===== src/rtl/hb_dt_pkg.sv =====
package hb_dt_pkg;

  localparam logic [1:0] MODE_INTERLOCK = 2'b00;
  localparam logic [1:0] MODE_BYPASS    = 2'b01;

  // Encoding is {low request, high request}
  typedef enum logic [1:0] {
    REQ_NONE = 2'b00,
    REQ_HI   = 2'b01,
    REQ_LO   = 2'b10,
    REQ_BOTH = 2'b11
  } hb_req_e;

  typedef enum logic [1:0] {
    PH_IDLE = 2'b00,
    PH_HI   = 2'b01,
    PH_LO   = 2'b10,
    PH_DEAD = 2'b11
  } hb_phase_e;

  function automatic hb_phase_e phase_for(input hb_req_e r);
    case (r)
      REQ_HI:  return PH_HI;
      REQ_LO:  return PH_LO;
      default: return PH_IDLE;
    endcase
  endfunction

endpackage


===== src/rtl/hb_cmd_decode.sv =====
module hb_cmd_decode
  import hb_dt_pkg::*;
(
  input  logic    hi_cmd_n,
  input  logic    lo_cmd,
  output hb_req_e req,
  output logic    conflict
);

  always_comb begin
    req      = hb_req_e'({lo_cmd, ~hi_cmd_n});
    conflict = (req == REQ_BOTH);
  end

endmodule


===== src/rtl/hb_dt_timer.sv =====
module hb_dt_timer #(
  parameter int DT_W = 8
) (
  input  logic            clk,
  input  logic            rst,
  input  logic            load,
  input  logic            reload,
  input  logic            step,
  input  logic [DT_W-1:0] dt_in,
  output logic            expired
);

  logic [DT_W-1:0] cnt_q;
  logic [DT_W-1:0] lat_q;

  always_ff @(posedge clk) begin
    if (rst) begin
      cnt_q <= '0;
      lat_q <= '0;
    end else if (load) begin
      lat_q <= dt_in;
      cnt_q <= dt_in;
    end else if (reload) begin
      cnt_q <= lat_q;
    end else if (step && (cnt_q != '0)) begin
      cnt_q <= cnt_q - 1'b1;
    end
  end

  assign expired = (cnt_q == '0);

  // the running count never exceeds the captured dead-time value
  assert_count_bounded_R4: assert property (@(posedge clk) disable iff (rst)
    cnt_q <= lat_q);

  // a restart request brings the count back to the captured value
  assert_restart_reload_R5: assert property (@(posedge clk) disable iff (rst)
    (reload && !load) |=> (cnt_q == $past(lat_q)));

endmodule


===== src/rtl/hb_interlock_fsm.sv =====
module hb_interlock_fsm
  import hb_dt_pkg::*;
(
  input  logic      clk,
  input  logic      rst,
  input  logic      force_safe,
  input  hb_req_e   req,
  input  logic      expired,
  output hb_phase_e phase_n,
  output logic      load,
  output logic      reload,
  output logic      step
);

  hb_phase_e phase_q;
  hb_req_e   pend_q;
  hb_req_e   pend_n;

  always_comb begin
    phase_n = phase_q;
    pend_n  = pend_q;
    load    = 1'b0;
    reload  = 1'b0;
    step    = 1'b0;
    if (force_safe) begin
      phase_n = PH_DEAD;
      pend_n  = REQ_NONE;
      load    = 1'b1;
    end else if (req != REQ_BOTH) begin
      unique case (phase_q)
        PH_IDLE: phase_n = phase_for(req);
        PH_HI: if (req != REQ_HI) begin
          phase_n = PH_DEAD;
          pend_n  = req;
          load    = 1'b1;
        end
        PH_LO: if (req != REQ_LO) begin
          phase_n = PH_DEAD;
          pend_n  = req;
          load    = 1'b1;
        end
        PH_DEAD: begin
          if (req != pend_q) begin
            pend_n = req;
            reload = 1'b1;
          end else if (expired) begin
            phase_n = phase_for(pend_q);
          end else begin
            step = 1'b1;
          end
        end
        default: phase_n = PH_DEAD;
      endcase
    end
  end

  always_ff @(posedge clk) begin
    if (rst) begin
      phase_q <= PH_IDLE;
      pend_q  <= REQ_NONE;
    end else begin
      phase_q <= phase_n;
      pend_q  <= pend_n;
    end
  end

  // conduction never passes straight from one side to the other
  assert_no_direct_swap_hi_R3: assert property (@(posedge clk) disable iff (rst)
    (phase_q == PH_HI) |=> (phase_q != PH_LO));
  assert_no_direct_swap_lo_R3: assert property (@(posedge clk) disable iff (rst)
    (phase_q == PH_LO) |=> (phase_q != PH_HI));

endmodule


===== src/rtl/hb_gate_out.sv =====
module hb_gate_out
  import hb_dt_pkg::*;
(
  input  logic       clk,
  input  logic       rst,
  input  logic [1:0] mode,
  input  logic       shutdown,
  input  logic       hi_cmd_n,
  input  logic       lo_cmd,
  input  logic       conflict,
  input  hb_phase_e  phase_n,
  output logic       gate_hi,
  output logic       gate_lo
);

  logic off_now, byp_now, il_go, byp_go;
  logic hi_d, lo_d;

  always_comb begin
    off_now = shutdown || mode[1];
    byp_now = (mode == MODE_BYPASS);
    il_go   = !rst && !off_now && (mode == MODE_INTERLOCK);
    byp_go  = !rst && !off_now && byp_now;
    if (off_now) begin
      hi_d = 1'b0;
      lo_d = 1'b0;
    end else if (byp_now) begin
      hi_d = ~hi_cmd_n;
      lo_d = lo_cmd;
    end else begin
      hi_d = (phase_n == PH_HI);
      lo_d = (phase_n == PH_LO);
    end
  end

  always_ff @(posedge clk) begin
    if (rst) begin
      gate_hi <= 1'b0;
      gate_lo <= 1'b0;
    end else begin
      gate_hi <= hi_d;
      gate_lo <= lo_d;
    end
  end

  assert_never_both_R7: assert property (@(posedge clk) disable iff (rst)
    $past(il_go) |-> !(gate_hi && gate_lo));

  assert_forced_off_R9: assert property (@(posedge clk) disable iff (rst)
    $past(!rst && mode[1]) |-> (!gate_hi && !gate_lo));

  assert_shutdown_off_R10: assert property (@(posedge clk) disable iff (rst)
    $past(!rst && shutdown) |-> (!gate_hi && !gate_lo));

  assert_bypass_follow_R8: assert property (@(posedge clk) disable iff (rst)
    $past(byp_go) |-> (gate_hi == !$past(hi_cmd_n)) && (gate_lo == $past(lo_cmd)));

  assert_conflict_hold_R6: assert property (@(posedge clk) disable iff (rst)
    ($past(il_go) && $past(il_go, 2) && $past(conflict)) |-> ($stable(gate_hi) && $stable(gate_lo)));

endmodule


===== src/rtl/hb_deadtime_ctrl.sv =====
module hb_deadtime_ctrl
  import hb_dt_pkg::*;
#(
  parameter int DT_W = 8
) (
  input  logic            clk,
  input  logic            rst,
  input  logic            hi_cmd_n,
  input  logic            lo_cmd,
  input  logic [1:0]      mode,
  input  logic [DT_W-1:0] dt_cycles,
  input  logic            shutdown,
  output logic            gate_hi,
  output logic            gate_lo
);

  hb_req_e   req;
  logic      conflict;
  logic      force_safe;
  logic      expired, load, reload, step;
  hb_phase_e phase_n;

  assign force_safe = shutdown || (mode != MODE_INTERLOCK);

  hb_cmd_decode u_decode (
    .hi_cmd_n (hi_cmd_n),
    .lo_cmd   (lo_cmd),
    .req      (req),
    .conflict (conflict)
  );

  hb_dt_timer #(.DT_W(DT_W)) u_timer (
    .clk     (clk),
    .rst     (rst),
    .load    (load),
    .reload  (reload),
    .step    (step),
    .dt_in   (dt_cycles),
    .expired (expired)
  );

  hb_interlock_fsm u_fsm (
    .clk        (clk),
    .rst        (rst),
    .force_safe (force_safe),
    .req        (req),
    .expired    (expired),
    .phase_n    (phase_n),
    .load       (load),
    .reload     (reload),
    .step       (step)
  );

  hb_gate_out u_out (
    .clk      (clk),
    .rst      (rst),
    .mode     (mode),
    .shutdown (shutdown),
    .hi_cmd_n (hi_cmd_n),
    .lo_cmd   (lo_cmd),
    .conflict (conflict),
    .phase_n  (phase_n),
    .gate_hi  (gate_hi),
    .gate_lo  (gate_lo)
  );

  // the cycle right after reset shows both gates off
  assert_reset_off_R1: assert property (@(posedge clk)
    $past(rst) |-> (!gate_hi && !gate_lo));

endmodule


===== config.mk =====
export PLATFORM = sky130hd
export DESIGN_NAME = hb_deadtime_ctrl
export DESIGN_NICKNAME = d
export VERILOG_FILES = /design/src/rtl/hb_dt_pkg.sv /design/src/rtl/hb_cmd_decode.sv /design/src/rtl/hb_dt_timer.sv /design/src/rtl/hb_interlock_fsm.sv /design/src/rtl/hb_gate_out.sv /design/src/rtl/hb_deadtime_ctrl.sv
export SDC_FILE = /design/constraint.sdc
export NUM_CORES = 1
export LEC_CHECK = 0
export BUFFER_PORTS_ARGS = -buffer_cell sky130_fd_sc_hd__buf_2
export CAP_MARGIN = 15
export CORE_MARGIN = 2
export CORE_UTILIZATION = 35
export DETAILED_ROUTE_END_ITERATION = 8
export PLACE_DENSITY = 0.54
export SYNTH_ARGS = -nofsm -noshare
export SYNTH_HDL_FRONTEND = slang
export SYNTH_SLANG_ARGS = --single-unit

===== constraint.sdc =====
create_clock -name clk -period 2.78 [get_ports clk]
set_input_delay 0.556 -clock clk [delete_from_list [all_inputs] [get_ports clk]]
set_output_delay 0.556 -clock clk [all_outputs]
set_load 0.05 [all_outputs]

# ---- Yosys cells after proc, flatten, opt, wreduce, memory -nomap -nowiden
# Index checks and enable logic that the tools add are counted.
dict set report totals {
  out_inout_bits 2
  register_bits 22
  wordCells 69
}
dict set report classes {
  bitwise_logic 1
  reduce_logical 12
  eq_ne 17
  n_mux 32
  add_sub_neg 1
}
# op count
set ops {}
lappend ops {{$mux W8} 3}
lappend ops {{$mux W2} 9}
lappend ops {{$mux W1} 15}
lappend ops {{$eq A2 B1 Y1 const B} 5}
lappend ops {{$eq A2 B2 Y1 const B} 5}
lappend ops {{$logic_not A8 Y1} 1}
lappend ops {{$ne A2 B1 Y1 const B} 4}
lappend ops {{$pmux W2 S2} 2}
lappend ops {{$pmux W2 S4} 1}
lappend ops {{$reduce_bool A8 Y1} 1}
lappend ops {{$sub A8 B1 Y8 const B} 1}
lappend ops {{$pmux W2 S3} 1}
lappend ops {{$reduce_bool A3 Y1} 2}
lappend ops {{$reduce_and A5 Y1} 1}
lappend ops {{$ne A2 B2 Y1 const B} 2}
lappend ops {{$reduce_or A2 Y1} 2}
lappend ops {{$logic_not A2 Y1} 1}
lappend ops {{$logic_or A1 B1 Y1} 2}
lappend ops {{$ne A2 B2 Y1} 1}
lappend ops {{$pmux W1 S2} 1}
lappend ops {{$reduce_bool A2 Y1} 1}
lappend ops {{$logic_and A1 B1 Y1} 1}
lappend ops {{$not A1 Y1} 1}

# ---- Depth between registers and ports, before layout
dict set report logic_depth {
  word_depth 10
  depth_mapped 10
  ltp_nobuf 8
}

# ---- By module
# Synthesis repeated with hierarchy kept, for this count alone.
dict set report unflattened {
  hier_cells 190
  area_unflattened_um2 1535.2
}
# mod n_inst cells_per_inst seq_area_each_um2 area_each_um2
set modules_own_cells {}
lappend modules_own_cells {hb_dt_timer 1 109 320.3 914.6}
lappend modules_own_cells {hb_interlock_fsm 1 68 80.1 506.7}
lappend modules_own_cells {hb_gate_out 1 9 40.0 90.1}
lappend modules_own_cells {hb_cmd_decode 1 3 0.0 17.5}
lappend modules_own_cells {hb_deadtime_ctrl 1 1 0.0 6.3}

# ---- Worst setup path before layout
# No wires, ideal clock.
dict set report synth_timing {
  kind {register -> register}
  from {reg u_timer.cnt_q[0]}
  to {reg u_out.gate_lo}
  arrival_ps 1975
  setup_ps 119
  path_buffers 1
  setup_slack_ps 686
  required_time_ps 2661
  path_stages_with_launch 10
  cell_sequence {dfxtp_1 -> inv_1 -> ha_1 -> or3b_1 -> buf_2 -> nand4b_4 -> or3b_1 -> a221oi_2 -> or3_1 -> o21ai_1}
}
dict set report synth_between {
  elab_chain_cells 8
}
# item line
set synth_rtl {}
lappend synth_rtl {{start, declared} hb_dt_timer.sv:13} ;# logic [DT_W-1:0] cnt_q;
lappend synth_rtl {{start signal, assigned} hb_dt_timer.sv:22} ;# cnt_q <= dt_in;
lappend synth_rtl {{start signal, assigned} hb_dt_timer.sv:24} ;# cnt_q <= lat_q;
lappend synth_rtl {{start signal, assigned} hb_dt_timer.sv:26} ;# cnt_q <= cnt_q - 1'b1;
lappend synth_rtl {{$logic_not A8 Y1} hb_dt_timer.sv:30} ;# assign expired = (cnt_q == '0);
lappend synth_rtl {{$mux W2} hb_interlock_fsm.sv:46} ;# end else if (expired) begin
lappend synth_rtl {{$mux W2} hb_interlock_fsm.sv:43} ;# if (req != pend_q) begin
lappend synth_rtl {{$pmux W2 S4} hb_interlock_fsm.sv:30} ;# unique case (phase_q)
lappend synth_rtl {{$mux W2} hb_interlock_fsm.sv:29} ;# end else if (req != REQ_BOTH) begin
lappend synth_rtl {{$mux W2} hb_interlock_fsm.sv:25} ;# if (force_safe) begin
lappend synth_rtl {{$eq A2 B2 Y1} hb_gate_out.sv:32} ;# lo_d = (phase_n == PH_LO);
lappend synth_rtl {{$mux W1} hb_gate_out.sv:27} ;# end else if (byp_now) begin
lappend synth_rtl {{end signal, assigned} hb_gate_out.sv:42} ;# gate_lo <= lo_d;
lappend synth_rtl {{end, declared} hb_gate_out.sv:13} ;# output logic gate_lo
# Every way passes these cells.
# A chain may end at the register's enable or synchronous reset.

# ---- Final worst setup path
# Ends and elaborated chain as after synthesis.

==> summary.md <==
| Metric | Value |
|---|---|
| Core area | `0.003716 mm²` |
| Crit path buf inv count | `1` |
| Routed WL per cell | `13.11 µm` |
| Leakage | `0.6445 nW` |
| Vias per inst | `5.238` |
| Total congestion overflow | `0` |
| Largest net degree at the start of global routing | `20` |
| Vias in the first global route | `1,176` |
| Post-synth design cell area | `0.001378 mm²` |
| Final Wtd Congestion | `0.8441` |
| CP max stage cell | `or3b_1` |
| DRT Pass-1 Iters | `4` |
| Fmax | `441.9 MHz` |
| Post-synth EDFFs | `0` |
| Final setup viols | `0` |
| Synth area leaders | `dfxtp_1, nand2_1, a21oi_1` |
| Crit path capture type | `flip-flop` |
| Clock tree from TritonCTS | `done` |
| Final Routed Wirelength | `3198 µm` |
| Combined area of the multi-input logic cells | `860.8 µm²` |
| Clock latency on the worst-skew pair | `260 ps` |
| Worst R2R Setup Slack | `520 ps` |
| Startpoint Class | `flip-flop` |
| Clock slew at reported path FFs | `80 ps` |
| Synth Warn # | `0` |
| Minimum clock period | `2263 ps` |
| Die Ht | `66.74 µm` |
| Initial antenna violation count | `0` |
| Post-synthesis sequential area ratio | `31.97%` |
| ANT nets after route | `0` |
| Antenna diodes | `0` |
| Register Area | `440.4 µm²` |
| Clock buffer count from CTS | `3` |
| Synth Flop Type | `dfxtp_1` |
| Most instantiated library cell after synthesis | `nand2_1` |
| Worst Hold End | `u_timer.lat_q[2]$_SDFFE_PP0P_` |
| DIE WIDTH | `66.74 µm` |
| Final hold vios | `0` |
| Hold_ws | `455.1 ps` |
| Final core occ | `42.29%` |
| Syn avg cell area | `7.653 µm²` |
| Arrival @ worst endpoint | `2410 ps` |
| Synth cell count leaders | `nand2_1, dfxtp_1, nor2_1` |
| Layout fillers | `393` |
| Mapped Nets | `200` |
| First-pass GRT wire length | `5409 µm` |
| Via count | `1,278` |
| Peak VDD IR | `245.4 µV` |
| Critical R2R Capture | `u_out.gate_lo$_SDFF_PP0_` |
| Crit path max-delay family | `simple AND/OR/NAND/NOR gates` |
| Actual slew at the worst max-slew pin | `500.9 ps` |
| Top cell type's share of synthesized area | `31.97%` |
| Initial Util | `37.07%` |
| DR DRC count | `0` |
| PostCTS Resize Cnt | `0` |
| Area Overhead vs Synth | `14.08%` |
| Cell Pwr Density | `467.8 mW/mm²` |
| Final Non-Filler Cells | `244` |
| Min-delay src | `u_timer.lat_q[2]$_SDFFE_PP0P_` |
| Fin. max-slew vios | `0` |
| Most used cell, CP | `or3b_1` |
| # clock sinks | `22` |
| Hold buffer count at cts | `0` |
| RSZ-0062 raised after global routing | `no` |
| Hold Crit Class | `flip-flop to flip-flop` |
| Largest stage delay, worst path | `450 ps` |
| PortBufs | `16` |
| Global-route usage over all layers | `16.18%` |
| Worst r2r src | `u_timer.cnt_q[0]$_SDFFE_PP0P_` |
| Min-Delay Path Depth | `2` |
| Unique masters post-synth | `37` |
| DIE AREA | `0.004454 mm²` |
| Status | `complete, no violations` |
| Post-CTS Setup Repair Bufs | `0` |
| Stages on worst setup path | `8` |
| Critical-path maximum fanout | `6` |
| TNS Setup | `0 ps` |
| Tcrit/Tclk final | `81.40%` |
| Crit Path Class | `flip-flop to flip-flop` |
| Clock skew | `2.992 ps` |
| Max Cap Violations | `0` |
| NumNets Final | `217` |
| Overall Power | `0.0007351 W` |
| Placed cell count | `240` |
| Post-detail-place hpwl | `2402 µm` |
| CTS root buf | `clkbuf_8` |
| Worst Reg-to-Reg Cells | `8` |
| Post-Synthesis Cells | `180` |
| Initial DRC count | `90` |
| Synth async-reset ratio | `0%` |
| Ports | `17` |
| Req. time, crit path | `2930 ps` |
| Deepest clock path buffer count | `2` |
| # H-tree levels | `1` |
| Worst-path cell chain | `inv_1 > ha_1 > or3b_1 > nand4b_4 > or3b_1 > a221oi_2 > or3_1 > o21ai_1` |
| Std cell rows | `22` |
| Synthesized flop and latch total | `22` |
| Slew Limit Headroom | `66.30%` |
| Share of layout cells above drive strength 1 | `15.82%` |
| Leading area contributor after synthesis | `dfxtp_1` |
report_power, final:
part           internal, W  total [W]  switching (W)
sequential        0.000334   0.000354      0.0000195
clock             0.000126   0.000231       0.000105
combinational    0.0000635   0.000150      0.0000868
state kept, by name (all words and copies together), names as in the netlist:
name,count
u_fsm.pend_q,2
u_out.gate_lo,1
u_out.gate_hi,1
u_timer.lat_q,8
u_timer.cnt_q,8
u_fsm.phase_q,2
area by class of cell:
class,instances,area share (%)
clock buffers,4,3.503
flip-flops and latches,22,28.03
well taps,48,3.822
inverters,10,2.389
multi-input cells,139,54.78
repair buffers,21,7.484
cells by family after synthesis:
logic type / Yosys count / share of synthesized area, %
compound gates: 50 / 23.16
xor+xnor: 4 / 2.544
fa+ha+maj: 5 / 4.541
buf+inv: 19 / 5.541
flops: 22 / 31.97
mux: 8 / 5.995
simple gates: 72 / 26.25
worst reg2reg max path: cells and delay by family (launching register included):
family,cells,cell delay (ps)
and+or+nand+nor,4,1220
DFF,1,360
AOI/OAI and AO/OA,2,330
adders and majority gates,1,170
buffers and inverters,1,70
through the flow:
step	worst slack, ps	instance area [µm²]
finish	517.1	1572
global route	300.2	1572
CTS	503.9	1572
detailed placement	395.1	1516
global placement	429.0	1516
floorplan	686.2	1378
cells in the final DEF, fill, tap and decap left out, types with 2 or more instances in the layout:
cell,Yosys,layout
a221oi_1,2,2
nand2b_1,3,3
xor2_1,2,2
o21a_1,2,2
a211oi_1,5,5
mux2_2,2,2
ha_1,5,5
or3_1,3,3
buf_4,0,5
or3b_1,2,2
nand3_1,3,3
a31oi_1,2,2
mux2i_1,6,6
o2bb2ai_1,2,2
inv_1,10,10
nor2_1,20,20
buf_2,4,16
nand2_1,24,24
dfxtp_1,22,22
clkbuf_8,0,4
a21oi_1,17,17
o21ai_0,8,8
nor2b_1,3,3
nor3_1,10,10
o21ai_1,4,4
xnor2_1,2,2
worst max path at each step:
stage,from,endpoint,slack [ps]
final,u_timer.cnt_q[0]$_SDFFE_PP0P_,u_out.gate_lo$_SDFF_PP0_,520
after global routing,u_timer.cnt_q[0]$_SDFFE_PP0P_,u_timer.cnt_q[4]$_SDFFE_PP0P_,300
after CTS,u_timer.cnt_q[0]$_SDFFE_PP0P_,u_out.gate_lo$_SDFF_PP0_,500
after detailed placement,lo_cmd,u_timer.cnt_q[4]$_SDFFE_PP0P_,400
after global placement,lo_cmd,u_timer.cnt_q[4]$_SDFFE_PP0P_,430
after floorplan,u_timer.cnt_q[0]$_SDFFE_PP0P_,u_out.gate_lo$_SDFF_PP0_,690
layer usage:
metal | part of all wire (%) | global-route usage (%) | up-vias
li1 | - | - | 670
met1 | 49 | 21.05 | 588
met2 | 47 | 26.50 | 18
met3 | 3.3 | 2.703 | 2
met4 | 0.91 | 6.378 | 0
met5 | 0 | 0 | -
Power figures use the tool's default switching activity.
